===== src/rtl/dcmd_pkg.sv =====
package dcmd_pkg;

    localparam logic [7:0] REG_CMD  = 8'h00;
    localparam logic [7:0] REG_CTRL = 8'h10;
    localparam logic [7:0] REG_BP   = 8'h20;

    localparam int CTRL_RST_BIT = 30;

    typedef enum logic [3:0] {
        OP_BCLR  = 4'd0,
        OP_IDEC  = 4'd1,
        OP_BDEC  = 4'd2,
        OP_VDEC  = 4'd3,
        OP_FDEC  = 4'd4,
        OP_SETIQ = 4'd5,
        OP_SETVQ = 4'd6,
        OP_CSC   = 4'd7,
        OP_PACK  = 4'd8,
        OP_SETTH = 4'd9
    } opcode_e;

    typedef struct packed {
        logic known;
        logic inline_done;
        logic adv;
        logic top;
        logic data;
    } cmd_class_t;

    typedef struct packed {
        logic        busy;
        logic        top_busy;
        logic        data_busy;
        logic        end_flag;
        logic        sc_flag;
        logic [7:0]  cfg;
        logic [31:0] cmd;
        logic [7:0]  thr0;
        logic [7:0]  thr1;
        logic        irq;
        logic        fifo_clr;
        logic        bp_load;
        logic [6:0]  bp_val;
        logic        bp_adv;
        logic [5:0]  adv_bits;
        logic        soft_rst;
        logic        start;
    } fe_state_t;

endpackage


===== src/rtl/dcmd_classify.sv =====
module dcmd_classify
    import dcmd_pkg::*;
(
    input  logic [3:0] opcode,
    output cmd_class_t cls
);
    always_comb begin
        cls = '0;
        case (opcode)
            OP_BCLR, OP_SETTH: begin
                cls.known       = 1'b1;
                cls.inline_done = 1'b1;
            end
            OP_IDEC, OP_BDEC: begin
                cls.known = 1'b1;
                cls.adv   = 1'b1;
                cls.top   = 1'b1;
            end
            OP_VDEC, OP_FDEC: begin
                cls.known = 1'b1;
                cls.adv   = 1'b1;
                cls.data  = 1'b1;
            end
            OP_SETIQ: begin
                cls.known = 1'b1;
                cls.adv   = 1'b1;
            end
            OP_SETVQ, OP_CSC, OP_PACK: begin
                cls.known = 1'b1;
            end
            default: cls = '0;
        endcase
    end
endmodule


===== src/rtl/dcmd_readback.sv =====
module dcmd_readback
    import dcmd_pkg::*;
#(
    parameter int IFC_W = 4,
    parameter int CBP_W = 6
) (
    input  logic [7:0]       sel,
    input  logic [31:0]      cmd,
    input  logic             busy,
    input  logic             end_flag,
    input  logic             sc_flag,
    input  logic [7:0]       cfg,
    input  logic [6:0]       bp_off,
    input  logic [IFC_W-1:0] fifo_cnt,
    input  logic [1:0]       fill_ptr,
    input  logic [CBP_W-1:0] cbp,
    output logic [31:0]      data
);
    localparam int CBP_LSB  = 8;
    localparam int IFC_BPLSB = 8;
    localparam int FP_LSB   = 16;

    always_comb begin
        data = '0;
        case (sel)
            REG_CMD: data = cmd;
            REG_CTRL: begin
                data[IFC_W-1:0]           = fifo_cnt;
                data[CBP_LSB +: CBP_W]    = cbp;
                data[14]                  = end_flag;
                data[15]                  = sc_flag;
                data[23:16]               = cfg;
                data[31]                  = busy;
            end
            REG_BP: begin
                data[6:0]                 = bp_off;
                data[IFC_BPLSB +: IFC_W]  = fifo_cnt;
                data[FP_LSB +: 2]         = fill_ptr;
            end
            default: data = '0;
        endcase
    end
endmodule


===== src/rtl/dcmd_frontend.sv =====
module dcmd_frontend
    import dcmd_pkg::*;
#(
    parameter int ADDR_W = 12,
    parameter int IFC_W  = 4,
    parameter int CBP_W  = 6
) (
    input  logic              clk,
    input  logic              rst_n,
    input  logic              bus_wr,
    input  logic              bus_wide,
    input  logic [ADDR_W-1:0] bus_addr,
    input  logic [31:0]       bus_wdata,
    input  logic [ADDR_W-1:0] rd_addr,
    output logic [31:0]       rd_data,
    input  logic              eng_done,
    input  logic              eng_flag_end,
    input  logic              eng_flag_start,
    input  logic [6:0]        live_bp_off,
    input  logic [IFC_W-1:0]  live_fifo_cnt,
    input  logic [1:0]        live_fill_ptr,
    input  logic [CBP_W-1:0]  live_cbp,
    output logic              busy,
    output logic              top_busy,
    output logic              data_busy,
    output logic              irq,
    output logic              cmd_start,
    output logic [31:0]       cmd_word,
    output logic              fifo_clear,
    output logic              bp_load,
    output logic [6:0]        bp_load_val,
    output logic              bp_adv,
    output logic [5:0]        bp_adv_bits,
    output logic              soft_rst,
    output logic [7:0]        dec_cfg,
    output logic [7:0]        thresh0,
    output logic [7:0]        thresh1
);
    localparam int SEL_W = 8;

    fe_state_t  st_d, st_q;
    cmd_class_t cls;
    logic [SEL_W-1:0] wr_sel;
    logic [7:0]       cfg_wr;
    logic             unused_addr_hi;

    assign wr_sel = bus_addr[SEL_W-1:0];
    assign unused_addr_hi = ^{bus_addr[ADDR_W-1:SEL_W], rd_addr[ADDR_W-1:SEL_W]};

    // illegal DC-precision code 3 is folded onto 1
    assign cfg_wr = {bus_wdata[23:18],
                     (bus_wdata[17:16] == 2'b11) ? 2'b01 : bus_wdata[17:16]};

    dcmd_classify u_cls (
        .opcode (bus_wdata[31:28]),
        .cls    (cls)
    );

    always_comb begin
        st_d          = st_q;
        st_d.irq      = 1'b0;
        st_d.fifo_clr = 1'b0;
        st_d.bp_load  = 1'b0;
        st_d.bp_adv   = 1'b0;
        st_d.soft_rst = 1'b0;
        st_d.start    = 1'b0;

        if (eng_flag_end)   st_d.end_flag = 1'b1;
        if (eng_flag_start) st_d.sc_flag  = 1'b1;

        if (st_q.busy && eng_done) begin
            st_d.busy      = 1'b0;
            st_d.top_busy  = 1'b0;
            st_d.data_busy = 1'b0;
            st_d.cmd       = '1;
            st_d.irq       = 1'b1;
        end

        if (bus_wr) begin
            case (wr_sel)
                REG_CMD: begin
                    if (cls.known) begin
                        st_d.end_flag = 1'b0;
                        st_d.sc_flag  = 1'b0;
                        st_d.cmd      = bus_wdata;
                        if (cls.inline_done) begin
                            st_d.irq = 1'b1;
                            if (bus_wdata[31:28] == OP_BCLR) begin
                                st_d.fifo_clr  = 1'b1;
                                st_d.bp_load   = 1'b1;
                                st_d.bp_val    = bus_wdata[6:0];
                                st_d.busy      = 1'b0;
                                st_d.top_busy  = 1'b0;
                                st_d.data_busy = 1'b0;
                            end else begin
                                st_d.thr0 = bus_wdata[7:0];
                                st_d.thr1 = bus_wdata[23:16];
                            end
                        end else begin
                            st_d.busy      = 1'b1;
                            st_d.top_busy  = cls.top;
                            st_d.data_busy = cls.data;
                            st_d.start     = 1'b1;
                            st_d.irq       = 1'b0;
                            if (cls.adv) begin
                                st_d.bp_adv   = 1'b1;
                                st_d.adv_bits = bus_wdata[5:0];
                            end
                        end
                    end
                end
                REG_CTRL: begin
                    if (!bus_wide) begin
                        st_d.cfg = cfg_wr;
                        if (bus_wdata[CTRL_RST_BIT]) begin
                            st_d.cfg       = '0;
                            st_d.fifo_clr  = 1'b1;
                            st_d.bp_load   = 1'b1;
                            st_d.bp_val    = '0;
                            st_d.soft_rst  = 1'b1;
                            st_d.busy      = 1'b0;
                            st_d.top_busy  = 1'b0;
                            st_d.data_busy = 1'b0;
                            st_d.end_flag  = 1'b0;
                            st_d.sc_flag   = 1'b0;
                            st_d.cmd       = '1;
                            st_d.irq       = 1'b0;
                        end
                    end
                end
                default: ;
            endcase
        end
    end

    always_ff @(posedge clk) begin
        if (!rst_n) begin
            st_q     <= '0;
            st_q.cmd <= '1;
        end else begin
            st_q <= st_d;
        end
    end

    dcmd_readback #(.IFC_W(IFC_W), .CBP_W(CBP_W)) u_rb (
        .sel      (rd_addr[SEL_W-1:0]),
        .cmd      (st_q.cmd),
        .busy     (st_q.busy),
        .end_flag (st_q.end_flag),
        .sc_flag  (st_q.sc_flag),
        .cfg      (st_q.cfg),
        .bp_off   (live_bp_off),
        .fifo_cnt (live_fifo_cnt),
        .fill_ptr (live_fill_ptr),
        .cbp      (live_cbp),
        .data     (rd_data)
    );

    assign busy        = st_q.busy;
    assign top_busy    = st_q.top_busy;
    assign data_busy   = st_q.data_busy;
    assign irq         = st_q.irq;
    assign cmd_start   = st_q.start;
    assign cmd_word    = st_q.cmd;
    assign fifo_clear  = st_q.fifo_clr;
    assign bp_load     = st_q.bp_load;
    assign bp_load_val = st_q.bp_val;
    assign bp_adv      = st_q.bp_adv;
    assign bp_adv_bits = st_q.adv_bits;
    assign soft_rst    = st_q.soft_rst;
    assign dec_cfg     = st_q.cfg;
    assign thresh0     = st_q.thr0;
    assign thresh1     = st_q.thr1;

endmodule


===== config.mk =====
export PLATFORM = sky130hd
export DESIGN_NAME = dcmd_frontend
export DESIGN_NICKNAME = d
export VERILOG_FILES = /design/src/rtl/dcmd_pkg.sv /design/src/rtl/dcmd_classify.sv /design/src/rtl/dcmd_readback.sv /design/src/rtl/dcmd_frontend.sv
export SDC_FILE = /design/constraint.sdc
export NUM_CORES = 1
export LEC_CHECK = 0
export BUFFER_PORTS_ARGS = -buffer_cell sky130_fd_sc_hd__buf_2
export CORE_UTILIZATION = 45
export CTS_CLUSTER_DIAMETER = 100
export DETAILED_ROUTE_END_ITERATION = 10
export HOLD_SLACK_MARGIN = 0.02
export PLACE_DENSITY = 0.8
export RECOVER_POWER = 50
export SYNTH_ARGS = -nofsm -noshare
export SYNTH_HDL_FRONTEND = slang
export SYNTH_SLANG_ARGS = --single-unit

===== constraint.sdc =====
create_clock -name clk -period 4.9 [get_ports clk]
set_clock_uncertainty 0.2 [all_clocks]
set_input_delay 0.98 -clock clk [delete_from_list [all_inputs] [get_ports clk]]
set_output_delay 0.98 -clock clk [all_outputs]
set_load 0.02 [all_outputs]

# Word level (Yosys, flattened, before mapping)
# Index checks and enable logic that the tools add are counted.
word_totals:
  register_bits: 80
  latchBits: 0
  mem_bits_rw: 0
  mem_bits_ro: 0
  in_bits: 82
  elab_cells: 109
  memories: 0
classes:
  n_addsub: 0
  n_mul: 0
  div: 0
  order_cmp: 0
  eq_ne: 18
  n_shift: 0
  n_mux: 48
  bitwise: 8
  reduce_logical: 18
op_table:
  columns: ["cell", "n"]
  rows:
  - ["45-bit two-way mux", 2]
  - ["80-bit two-way mux", 1]
  - ["65-bit two-way mux", 1]
  - ["32-bit case mux with 2 select lines", 1]
  - ["16-bit two-way mux", 3]
  - ["32-bit two-way mux", 1]
  - ["7-bit two-way mux", 4]
  - ["4-bit case mux with 3 select lines", 2]
  - ["10-bit two-way mux", 2]
  - ["10-bit case mux with 2 select lines", 1]
  - ["9-bit two-way mux", 2]
  - ["4-bit by 3-bit equality test with 1-bit output (second input constant)", 4]
  - ["8-bit by 5-bit equality test with 1-bit output (second input constant)", 2]
  - ["8-bit zero test", 2]
  - ["1-bit two-way mux", 16]
  - ["6-bit case mux with 2 select lines", 1]
  - ["2-bit inequality test (second input constant)", 5]
  - ["5-bit case mux with 2 select lines", 1]
  - ["5-bit AND reduction", 2]
  - ["10-bit OR reduction", 1]
  - ["5-bit OR reduction", 2]
  - ["3-bit two-way mux", 3]
  - ["4-bit by 2-bit equality test with 1-bit output (second input constant)", 2]
  - ["4-bit equality test (second input constant)", 2]
  - ["20 further kinds", 29]

# Longest topological paths before layout
logic_depth:
  ltp_word: 8
  mapped_depth: 6
  ltp_nobuf: 4

# Cells and area by module
# A second synthesis with hierarchy kept.
unflattened:
  hier_cells: 529
  area_unflattened_um2: 4531.8
by_module_without_submodules:
  columns: ["mod", "n_inst", "cells_each", "area_per_inst_um2"]
  rows:
  - ["dcmd_frontend", 1, 432, 3786.1]
  - ["dcmd_readback", 1, 87, 679.4]
  - ["dcmd_classify", 1, 10, 66.3]

# Worst setup path after synthesis
# Ideal clock, no wire load.
synth_timing:
  path_kind: "in2out"
  from: "in rd_addr[1]"
  to: "out rd_data[15]"
  arrival_ps: 2283
  t_required_ps: 3720
  slack_ps: 1437
  path_stages: 5
  n_path_buf: 1
  path_cell_list: "nor4_1 nand2_1 nor3_2 clkbuf_1 a22o_1"
synth_between:
  elab_chain_len: 2
synth_lines:
  columns: ["item", "line_no", "text"]
  rows:
  - ["from (decl)", "dcmd_frontend.sv:14", "input logic [ADDR_W-1:0] rd_addr,"]
  - ["8-bit by 5-bit equality test with 1-bit output or 8-bit zero test (tied branches)", "dcmd_readback.sv:25", "case (sel)"]
  - ["4-bit case mux with 2 select lines *", "dcmd_readback.sv:25", null]
  - ["to (decl)", "dcmd_frontend.sv:15", "output logic [31:0] rd_data,"]
# Every way passes the cells marked *; elsewhere a longest branch is shown, timed or not.

# Worst setup path in the final report
layout_timing:
  from: "in rd_addr[1]"
  to: "out rd_data[31]"
layout_between:
  elab_chain_len: 2
layout_lines:
  columns: ["item", "line_no"]
  rows:
  - ["8-bit by 5-bit equality test with 1-bit output or 8-bit zero test (tied branches)", "dcmd_readback.sv:25"]
  - ["1-bit case mux with 2 select lines *", "dcmd_readback.sv:25"]
# Marked as above.

==> run_results.csv <==
group,metric,value,unit
logic_synthesis,postSynthCellCount,416,
pwr,p_leak,2.03,nW
clock_tree,cts_resized,0,
logic_synthesis,synth_warnings,0,
pwr,peakVddDrop,165,µV
final_layout,diodes,0,
timing,final_hold_viol_count,0,
global_routing,track_usage,24.4,%
clock_tree,ctsHoldBuffers,0,
min_path,hold_class,"reg2reg",
clock_tree,clock_path_buffers,2,
timing,finalMaxSlewViolations,0,
logic_synthesis,synth-compound-area-share,15.3,%
timing,period_minus_slack,4.09,ns
final_layout,drive_above_1_share,24.0,%
global_routing,grt_antenna_before_repair,0,
placement,dp_cells,670,
logic_synthesis,synth_largest_area_cell,"dfxtp_1",
worst_setup_path,end_kind,"primary output",
timing,setup_viol,0,
timing,min_period_over_period,83.5,%
final_layout,nets,661,
clock_tree,postCtsSetupBuffers,0,
global_routing,busiest_layer,"met2",
final_layout,syn_to_final_growth,29.3,%
floorplan,ioPinCount,192,
logic_synthesis,ys_types,44,
job,maxCapViolCount,0,
clock_tree,clock_latency,0.34,ns
placement,gp_congestion,0.879,
worst_setup_path,cp_max_fo,15,
placement,dpl.hpwl,7.45,mm
clock_tree,h-tree-depth,3,
floorplan,rows,32,
logic_synthesis,synth_most_common_cell,"dfxtp_1",
global_routing,grt_pass1_wl,16.5,mm
logic_synthesis,synth_xor_xnor_area_share,0.241,%
timing,tightest_slew,1.28,ns
worst_setup_path,r2r_end,"irq",
logic_synthesis,synth.top_cell.area_share,43.5,%
clock_tree,cts_root_buffer,"clkbuf_8",
timing,clock.fmax,244,MHz
logic_synthesis,netlist_area,3640,µm²
logic_synthesis,synthSimpleGateAreaFrac,27.2,%
timing,tns,0,ns
logic_synthesis,synthArstFlopShare,0,%
pwr,power.density,274,nW/µm²
worst_setup_path,r2r.worst_path.cells,5,
logic_synthesis,syn_nets,498,
route,drt-initial-drc-count,161,
worst_setup_path,cp-startpoint,"rd_addr[1]",
global_routing,use_met3,5.56,%
route,dr.pass1.iters,4,
worst_setup_path,startpoint_type,"input pin",
worst_setup_path,crit_end,"rd_data[31]",
worst_setup_path,cp_data_required_time,3.72,ns
logic_synthesis,synthTopCellsByCount,"dfxtp_1 (79), nor2_1 (63), nor3_1 (37)",
floorplan,start_util,46.8,%
logic_synthesis,ys_top_cells_by_area,"dfxtp_1 (43%), mux2i_1 (9.6%), nor2_1 (6.5%), nor3_1 (5.1%), a22o_1 (4.3%)",
route,drtAntennaViolNets,0,
floorplan,die_h,91.9,µm
placement,io_buffer_count,183,
logic_synthesis,muxShareOfSynthArea,9.63,%
logic_synthesis,syn_avg_cell_area,8.75,µm²
worst_setup_path,critPathKind,"in2out",
clock_tree,cts.clk_slew.worst_paths,0.08,ns
timing,max_slew_margin,14.2,%
final_layout,instances_no_fill,686,
worst_setup_path,r2r_slack,3.22,ns
route,route.detailed.drc,0,
logic_synthesis,ys_seq_elements,79,
logic_synthesis,synthAdderAreaFrac,0,%
clock_tree,clock_sink_count,79,
route,wirelength,10.3,mm
worst_setup_path,r2r-start,"busy",
logic_synthesis,synth-edff-count,0,
floorplan,core_area,7770,µm²
logic_synthesis,synth_ff_type,"dfxtp_1",
floorplan,die_width,91.9,µm
global_routing,grt_max_degree,42,
route,viasPerCell,5.34,
floorplan,die_area,8450,µm²
global_routing,grtUsageMet2,40.9,%
global_routing,gr-total-overflow,0,
logic_synthesis,ys_seq_area_share,43.5,%
route,routedWlPerCell,15.0,µm
logic_synthesis,synth_top_family_by_area,"simple AND/OR/NAND/NOR gates",
clock_tree,numCtsBuffers,9,
outcome,status,"finished clean",
route,via_count,3660,
clock_tree,cts_tree,"done",
worst_setup_path,crit_arrival,2.91,ns
timing,rsz0062_at_grt,"no",
global_routing,grt_util_met1,30.7,%
global_routing,grt_pass1_vias,3457,
[logic make-up after synthesis]
kind of cell    after synthesis
buf+inv                      36
flops                        79
mux                          35
compound gates               85
simple gates                180
xor+xnor                      1
[metal layers]
metal,vias up,wire length [µm]
met5,-,0
met4,0,120
met3,10,662
met2,143,5120
met1,1720,4400
li1,1787,-
[how the worst min path moves through the flow]
stage,from,end,cells after the start
after floorplan,st_q[76],st_q[76],2
after global placement,st_q[76],st_q[76],2
after detailed placement,bp_load_val[5],bp_load_val[5],1
after CTS,bp_load_val[5],bp_load_val[5],1
after global routing,bp_load_val[5],bp_load_val[5],1
final,dec_cfg[0],dec_cfg[0],2
[metrics by stage]
step / util [%] / total power [mW] / worst slack (ns) / instance area (µm²) / hold slack [ns]
after global routing: 60.6 / 1.34 / 0.571 / 4710 / 0.302
after CTS: 61.9 / 1.30 / 0.823 / 4810 / 0.282
after detailed placement: 59.0 / 0.754 / 0.833 / 4580 / 0.263
after global placement: 59.0 / 0.751 / 0.912 / 4580 / 0.245
final: 60.6 / 1.29 / 0.807 / 4710 / 0.285
after floorplan: - / 0.708 / 1.44 / 3640 / 0.235
[power by group]
group / leakage [nW] / internal [mW] / switching [mW]
Combinational: 1.28 / 0.0423 / 0.0526
Clock: 0.113 / 0.304 / 0.249
Sequential: 0.638 / 0.643 / 0.000892
[worst max-delay path, cell delays in order]
cell     delay [ns]
buf_2          0.09
nor4_1         0.27
nand2_1        0.36
nor3b_2        0.78
a22o_1         0.25
buf_2          0.18
[cells in the final DEF (no fill, tap or decap), drive strengths merged, types with 2 or more instances in the layout]
master / Yosys / routed
nor3: 39 / 39
a22o: 18 / 18
dfxtp: 79 / 79
a21boi: 9 / 9
inv: 0 / 2
and2: 10 / 10
or3b: 8 / 8
mux2i: 35 / 35
buf: 9 / 108
and3b: 2 / 2
o2bb2ai: 2 / 2
nor2b: 25 / 25
o21ai: 32 / 32
a21oi: 15 / 15
or4b: 2 / 2
nand3b: 2 / 2
nor4b: 3 / 3
clkbuf: 27 / 90
o32a: 2 / 2
bufinv: 0 / 2
nand2: 11 / 11
nand3: 4 / 4
nor4: 3 / 3
nand4: 2 / 2
o211ai: 2 / 2
nor2: 63 / 63
[registers in the layout (all words and copies together) (netlist names)]
name,cells
bp_adv_bits,6
busy,1
data_busy,1
cmd_word,32
dec_cfg,8
cmd_start,1
soft_rst,1
thresh1,8
irq,1
thresh0,8
top_busy,1
st_q,2
bp_adv,1
bp_load_val,7
fifo_clear,1
[final cells by class]
| cell class | instances | area (µm²) |
|---|---|---|
| Fill cell | 741 | 3060 |
| Sequential cell | 79 | 1580 |
| Clock buffer | 10 | 138 |
| Clock inverter | 6 | 90.1 |
| Timing Repair Buffer | 188 | 853 |
| Tap cell | 102 | 128 |
| Multi-Input combinational cell | 301 | 1920 |
Power figures use the tool's default switching activity.
